<file path="src/rtl/meas_win_pkg.sv">
package meas_win_pkg;

  typedef enum logic [1:0] {
    ST_IDLE = 2'd0,
    ST_WAIT = 2'd1,
    ST_MEAS = 2'd2
  } winState_t;

  typedef struct packed {
    logic sampleEn;
    logic firstSample;
    logic finish;
  } dpCtrl_t;

endpackage

</file>
<file path="src/rtl/meas_win_ctrl.sv">
module meas_win_ctrl
  import meas_win_pkg::*;
#(
  parameter int MEAS_LEN  = 6,
  parameter int DLY_SHORT = 10,
  parameter int DLY_LONG  = 16
) (
  input  logic    clk,
  input  logic    rstN,
  input  logic    clampIn,
  input  logic    afterClampMode,
  input  logic    longDelaySel,
  output logic    measStrobe,
  output dpCtrl_t dpCtrl
);

  localparam int MAX_CNT = (DLY_LONG > MEAS_LEN) ? DLY_LONG : MEAS_LEN;
  localparam int CNT_W   = $clog2(MAX_CNT + 1);
  localparam logic [CNT_W-1:0] LAST_PHASE = CNT_W'(MEAS_LEN - 1);
  localparam logic [CNT_W-1:0] SHORT_LOAD = CNT_W'(DLY_SHORT - 1);
  localparam logic [CNT_W-1:0] LONG_LOAD  = CNT_W'(DLY_LONG - 1);

  winState_t        state;
  logic [CNT_W-1:0] cnt;
  logic             clampD;
  logic             trigRise;
  logic             trigFall;
  logic [CNT_W-1:0] delayLoad;

  assign trigRise  = clampIn & ~clampD;
  assign trigFall  = ~clampIn & clampD;
  assign delayLoad = longDelaySel ? LONG_LOAD : SHORT_LOAD;

  always_ff @(posedge clk) begin
    if (!rstN) begin
      clampD <= 1'b0;
      state  <= ST_IDLE;
      cnt    <= '0;
    end else begin
      clampD <= clampIn;
      unique case (state)
        ST_IDLE: begin
          if (!afterClampMode && trigRise) begin
            state <= ST_MEAS;
            cnt   <= '0;
          end else if (afterClampMode && trigFall) begin
            state <= ST_WAIT;
            cnt   <= delayLoad;
          end
        end
        ST_WAIT: begin
          if (cnt == '0) begin
            state <= ST_MEAS;
          end else begin
            cnt <= cnt - 1'b1;
          end
        end
        ST_MEAS: begin
          if (cnt == LAST_PHASE) begin
            state <= ST_IDLE;
            cnt   <= '0;
          end else begin
            cnt <= cnt + 1'b1;
          end
        end
        default: begin
          state <= ST_IDLE;
          cnt   <= '0;
        end
      endcase
    end
  end

  always_comb begin
    measStrobe         = (state == ST_MEAS);
    dpCtrl.sampleEn    = (state == ST_MEAS);
    dpCtrl.firstSample = (state == ST_MEAS) && (cnt == '0);
    dpCtrl.finish      = (state == ST_MEAS) && (cnt == LAST_PHASE);
  end

endmodule

</file>
<file path="src/rtl/meas_win_dp.sv">
module meas_win_dp
  import meas_win_pkg::*;
#(
  parameter int DATA_W   = 8,
  parameter int MEAS_LEN = 6
) (
  input  logic              clk,
  input  logic              rstN,
  input  dpCtrl_t           dpCtrl,
  input  logic [DATA_W-1:0] sampleIn,
  output logic [DATA_W-1:0] avgOut,
  output logic              avgDone
);

  localparam int LEN_LOG = $clog2(MEAS_LEN);
  localparam int SUM_W   = DATA_W + LEN_LOG;

  logic [SUM_W-1:0]  acc;
  logic [SUM_W-1:0]  sumNext;
  logic [DATA_W-1:0] quotient;

  assign sumNext = dpCtrl.firstSample ? SUM_W'(sampleIn) : acc + SUM_W'(sampleIn);

  generate
    if ((MEAS_LEN & (MEAS_LEN - 1)) == 0) begin : g_shiftDiv
      logic [SUM_W-1:0] shifted;
      assign shifted  = sumNext >> LEN_LOG;
      assign quotient = shifted[DATA_W-1:0];
    end else begin : g_recipDiv
      localparam int SHIFT   = SUM_W + LEN_LOG;
      localparam int RECIP_W = SHIFT + 1;
      localparam int PROD_W  = SUM_W + RECIP_W;
      localparam logic [63:0] RECIP_FULL = ((64'd1 << SHIFT) + 64'(MEAS_LEN) - 64'd1) / 64'(MEAS_LEN);
      localparam logic [RECIP_W-1:0] RECIP = RECIP_FULL[RECIP_W-1:0];
      logic [PROD_W-1:0] prod;
      logic [PROD_W-1:0] shifted;
      assign prod     = PROD_W'(sumNext) * PROD_W'(RECIP);
      assign shifted  = prod >> SHIFT;
      assign quotient = shifted[DATA_W-1:0];
    end
  endgenerate

  always_ff @(posedge clk) begin
    if (!rstN) begin
      acc     <= '0;
      avgOut  <= '0;
      avgDone <= 1'b0;
    end else begin
      avgDone <= dpCtrl.finish;
      if (dpCtrl.sampleEn) begin
        acc <= sumNext;
      end
      if (dpCtrl.finish) begin
        avgOut <= quotient;
      end
    end
  end

endmodule

</file>
<file path="src/rtl/meas_win_top.sv">
module meas_win_top
  import meas_win_pkg::*;
#(
  parameter int DATA_W    = 8,
  parameter int MEAS_LEN  = 6,
  parameter int DLY_SHORT = 10,
  parameter int DLY_LONG  = 16
) (
  input  logic              clk,
  input  logic              rstN,
  input  logic              clampIn,
  input  logic              afterClampMode,
  input  logic              longDelaySel,
  input  logic [DATA_W-1:0] sampleIn,
  output logic              measStrobe,
  output logic [DATA_W-1:0] avgOut,
  output logic              avgDone
);

  dpCtrl_t dpCtrl;

  meas_win_ctrl #(
    .MEAS_LEN (MEAS_LEN),
    .DLY_SHORT(DLY_SHORT),
    .DLY_LONG (DLY_LONG)
  ) u_ctrl (
    .clk           (clk),
    .rstN          (rstN),
    .clampIn       (clampIn),
    .afterClampMode(afterClampMode),
    .longDelaySel  (longDelaySel),
    .measStrobe    (measStrobe),
    .dpCtrl        (dpCtrl)
  );

  meas_win_dp #(
    .DATA_W  (DATA_W),
    .MEAS_LEN(MEAS_LEN)
  ) u_dp (
    .clk     (clk),
    .rstN    (rstN),
    .dpCtrl  (dpCtrl),
    .sampleIn(sampleIn),
    .avgOut  (avgOut),
    .avgDone (avgDone)
  );

endmodule

</file>
<file path="config.mk">
export PLATFORM = sky130hd
export DESIGN_NAME = meas_win_top
export DESIGN_NICKNAME = d
export VERILOG_FILES = /design/src/rtl/meas_win_pkg.sv /design/src/rtl/meas_win_ctrl.sv /design/src/rtl/meas_win_dp.sv /design/src/rtl/meas_win_top.sv
export SDC_FILE = /design/constraint.sdc
export NUM_CORES = 1
export LEC_CHECK = 0
export CAP_MARGIN = 20
export CORE_MARGIN = 10
export CORE_UTILIZATION = 45
export CTS_CLUSTER_DIAMETER = 30
export CTS_CLUSTER_SIZE = 8
export DETAILED_ROUTE_END_ITERATION = 10
export SKIP_LAST_GASP = 1
export SYNTH_ARGS = -nofsm -noshare
export SYNTH_HDL_FRONTEND = slang
export SYNTH_HIERARCHICAL = 1
export SYNTH_SLANG_ARGS = --single-unit
</file>
<file path="constraint.sdc">
create_clock -name clk -period 18.3 [get_ports clk]
set_clock_uncertainty 0.1 [all_clocks]
set_input_delay 1.83 -clock clk [delete_from_list [all_inputs] [get_ports clk]]
set_output_delay 1.83 -clock clk [all_outputs]
set_load 0.02 [all_outputs]
</file>
; Yosys cells after proc, flatten, opt, wreduce, memory -nomap -nowiden
; Cells that the tools add are included.
[word_totals]
register_bits = 28
inputBits = 13
out_inout_bits = 10
wordCells = 42
[classes]
addsub = 3
multipliers = 1
eq_ne = 7
n_mux = 12
bitwise = 4
reduce_logical = 9
[ops]
columns = operator, n
row1 = $mul 11x12->22 const B, 1
row2 = $mux 5, 4
row3 = $pmux 5 s3, 1
row4 = $add 11x8->11, 1
row5 = $mux 11, 1
row6 = $mux 2, 4
row7 = $pmux 2 s3, 1
row8 = $add 5x1->5 const B, 1
row9 = $eq 5x3->1 const B, 1
row10 = $logic_not 5->1, 1
row11 = $sub 5x1->5 const B, 1
row12 = $logic_and 1x1->1, 4
row13 = $ne 2x1->1 const B, 2
row14 = $mux 3, 1
row15 = $ne 3x1->1 const B, 1
row16 = $reduce_and 3->1, 1
row17 = $and 1x1->1, 2
row18 = $eq 2x1->1 const B, 1
row19 = $eq 2x2->1 const B, 1
row20 = $logic_not 2->1, 1
row21 = $ne 2x2->1 const B, 1
row22 = $not 1->1, 2
row23 = $reduce_and 2->1, 1
row24 = $logic_not 1->1, 1

; Longest topological paths before layout
[logic_depth]
depth_word = 6
mapped_depth = 29
ltp_nobuf = 29

; Modules after synthesis
; The synthesis kept the hierarchy.
[modules_own_cells]
columns = mod, n_inst, cells_per_inst, area_per_inst_um2
row1 = meas_win_dp, 1, 379, 3343.2
row2 = meas_win_ctrl, 1, 80, 655.6

; Worst setup path before layout
; Ideal clock, no wire load.
[synth_timing]
kind = input -> register
startpoint = input sampleIn[1]
endpoint = register u_dp.avgOut[6]
setup_ns = 0.122
t_arrival_ns = 7.810
required_time_ns = 18.078
setup_slack_ns = 10.268
cell_stages = 23
path_buffers = 0
path_cell_list = ha_1 a21o_1 a21oi_1 o21bai_1 a31o_2 a41oi_1 xor2_1 or2_2 inv_1 ha_1 inv_1 fa_1 fa_1 fa_1 fa_1 inv_1 ha_1 a41o_1 a221oi_2 o21ai_2 a41o_1 a221o_1 a221o_1
[synth_via]
elab_chain_cells = 3
[synth_lines]
columns = element, line_no
row1 = start: declaration, meas_win_top.sv:14  ; input logic [DATA_W-1:0] sampleIn,
row2 = $add 11x8->11, meas_win_dp.sv:22  ; assign sumNext = dpCtrl.firstSample ? SUM_W'(sampleIn) : acc + SUM_W'(sampleIn);
row3 = $mux 11, meas_win_dp.sv:22
row4 = net u_dp.sumNext[9], meas_win_dp.sv:19  ; logic [SUM_W-1:0] sumNext;
row5 = $mul 11x12->22, meas_win_dp.sv:37  ; assign prod = PROD_W'(sumNext) * PROD_W'(RECIP);
row6 = end signal: assignment, meas_win_dp.sv:54  ; avgOut <= quotient;
row7 = end: declaration, meas_win_dp.sv:11  ; output logic [DATA_W-1:0] avgOut,
; The timed path passes the listed nets, and every way through them passes these cells.
; A chain may end at the register's enable or synchronous reset.

; Worst setup path after layout
[layout_timing]
startpoint = input sampleIn[0]
endpoint = register u_dp.avgOut[6]
; Same word-level chain as after synthesis.

==> results.txt <==
The critical path data required time is 18380 ps, and the final count of negative-setup-slack endpoints is 0. After synthesis, the most frequently instantiated cells are inv_1 (87), ha_1 (79), fa_1 (33), nor2_1 (29), dfxtp_1 (28). For the number of placement rows, the log shows 34. The detail route stage leaves a number of antenna-violating nets equal to 0. For the number of gates given a new drive strength after cts, the log shows 0. The async set-reset flop share out of synthesis was 0; the share of Yosys cell area claimed by the top area cell type was 0.2472. Using the TritonRoute via totals, the vias-per-cell ratio works out to 5.304. The fraction of layout instances using a drive strength above 1 is 0.04612. The depth of the worst register-to-register path was 25; the delay of the slowest cell on the worst path was 550 ps.

The transition time at the pin with the least slew margin works out to 906.8 ps. The tools report the clock insertion delay at the later pin of the skew report as 280 ps. The path class of the lowest-slack min-delay path is flop to flop.

For the post-route cell area, the log shows 4365 µm². The mean area per synthesized cell came out at 8.712 µm². Counting every net in the synthesized netlist gives 584. Yosys printed 6 warnings.

The mapped netlist covers 3999 µm². The number of nets in the layout is 603, and the clock transition at the registers of the reported paths is 100 ps. The number of buffers added on ports came out at 22. Combinational family with the most area after synthesis: adder cells. The worst setup path is launched from a primary input. The critical path in this run is classified as primary input to flop. The max-slew violation count was 0. Largest net degree at the start of global routing: 20. In the post-synthesis netlist, the biggest area contributors are ha_1 (25%), fa_1 (17%), dfxtp_1 (14%).

0 antenna diodes ended up in the layout. In this run the vertical extent of the chip is 114.3 µm. In the synthesized netlist the dominant register cell turns out to be dfxtp_1. The final cell utilization of the core is 0.5030. Via count of the first global-routing pass: 3104. The share of the clock period used by the worst path after layout works out to 0.4747. The first global-routing pass estimated 14.84 mm of wire. The logs give 8770 ps for the signal arrival time at the worst endpoint and 3103 for the total vias in the final route. After detailed routing, the number of remaining DRC violations is 0.

The logs give 8.553 mm for the sum of routed wire length over all layers and 0 for the total grt overflow. The tools report the worst slew margin relative to its limit as 0.3903. The flow ran to the end, and the final reports show no timing, DRC or antenna violations.

The most common cell in the synthesized netlist is inv_1. In this run, the number of DRC markers left after iteration 0 of detailed routing was 195. Counting every instance in the synthesized netlist gives 459.

The complex-gate fraction of the synthesized area was 0.1580; the top-level port count was 23. Before antenna repair, the detailed router went through 4 iterations. The tools report the final estimated routing congestion in global placement as 0.8442. For the global router's overall resource usage, the log shows 0.1339. Based on the critical path, the design can be clocked at up to 0.1151 GHz. The tools report the sequential share of the synthesized area as 0.1402. Summed over all failing endpoints, the final setup total negative slack is 0 ps. Along the worst hold path, the cell count comes to 2. For this design, the sink count on the clock tree is 28. Maximum count of clock buffers along a single path: 2. The endpoint class of the critical path is a flop. After detailed routing, the average wire length per cell comes to 14.62 µm.

From left edge to right edge, the die measures 114.3 µm. The initial antenna violation count is 0. The largest individual stage delay along the critical path comes from the cell fa_1. The parity-gate share of the synthesized area counting xor and xnor cells was 0.03723. Yosys mapped a number of flops with a built-in enable equal to 0. The area of the core region was 8678 µm². Yosys mapped the design onto 64 distinct sky130hd cell types. The simple logic cell fraction of the synthesized area works out to 0.1395.

The tree is rooted in a clkbuf_8. The wire-length estimate of the detail-placed layout is 7.108 mm. TritonCTS built the clock tree. The cell taking the most area after synthesis is ha_1. The flip-flop and latch count after synthesis works out to 28. The multiplexer fraction of the synthesized cell area is 0.01533, and the cell area reported after detailed placement is 4310 µm². The quantity of hold-fixing buffers added after cts was 0; the die outline area was 13060 µm². The tools report the number of hold violations in the final report as 0. The effective utilization at floorplan came out at 0.4608. Max-cap violations in this run came to 0. The number of buffers added by the clock tree synthesis step came out at 3. Adder and majority cell fraction of the synthesized area: 0.4124.

Setup repair after global routing left no endpoint under its margin. The area growth from synthesis to layout came out at 9.168%. Top fanout value on the critical path: 5.

The smallest clock period supported by the final layout is computed as 8687 ps. The buffer count from post-CTS setup fixing was 0; the count of H-tree levels built during CTS was 1.
[worst max-delay path, delay by kind of cell]
kind,cells,cell delay (ps)
adders and majority gates,8,3240
AOI/OAI and AO/OA,9,2240
buffers and inverters,6,830
and+or+nand+nor,3,630
[layout by cell type, fill, tap and decap left out, drive strengths merged, types with 3 or more instances in the layout]
cell type	n
mux2i	5
nand2	24
nand4	4
a221o	3
a21oi	25
ha	79
xnor2	8
o21ai	20
and3	7
nand3	6
nor4	3
a32o	4
or2	5
xor2	9
a21o	9
dfxtp	28
a41o	3
clkdlybuf4s50	22
nor2	31
and2	4
inv	88
a211oi	5
nand2b	4
nor3	9
clkbuf	4
fa	33
[per-layer routing]
metal	routed length [µm]	share of wire	up-vias	global-route usage
met1	4333	0.51	1471	0.1862
met4	60	0.0070	0	0.02005
met3	210	0.025	4	0.01677
met2	3949	0.46	26	0.2202
met5	0	0	-	0
li1	-	-	1602	-
[through the flow]
stage / hold WS (ps) / cells / setup WS [ps]
finish: 372.4 / 585 / 9613
detailed placement: 347.9 / 581 / 9337
CTS: 373.1 / 585 / 9608
global placement: 339.6 / 581 / 9402
global route: 405.8 / 585 / 9173
floorplan: 362.1 / 459 / 10270
[cell type report]
type | instances | area [µm²]
inverters | 88 | 330.3
flip-flops and latches | 28 | 560.5
clock buffers | 4 | 55.05
fillers | 859 | 4313
repair buffers | 24 | 235.2
multi-input cells | 333 | 3049
well taps | 108 | 135.1
[kinds of logic after synthesis]
group           Yosys count
flops                    28
simple gates            107
buf+inv                  98
fa+ha+maj               112
mux                       6
xor+xnor                 17
compound gates           91
[final timing paths]
path | slack [ps] | to | start
max | 9610 | u_dp/avgOut[6] | sampleIn[0]
min | 370 | u_dp/avgOut[5] | u_dp/avgOut[5]
max reg2reg | 11290 | u_dp/avgOut[6] | u_dp/acc[0]
min reg2reg | 370 | u_dp/avgOut[5] | u_dp/avgOut[5]
[sequential cells by signal (all words and copies together), names as in the netlist]
name / cells
u_dp/avgOut: 8
u_ctrl/state: 2
u_dp/acc: 11
u_ctrl/clampD: 1
u_ctrl/cnt: 5
u_dp/avgDone: 1
Power is left out: the tool's default activity adds up to more than one toggle a clock period on the data nets, which glitch-free logic cannot reach.
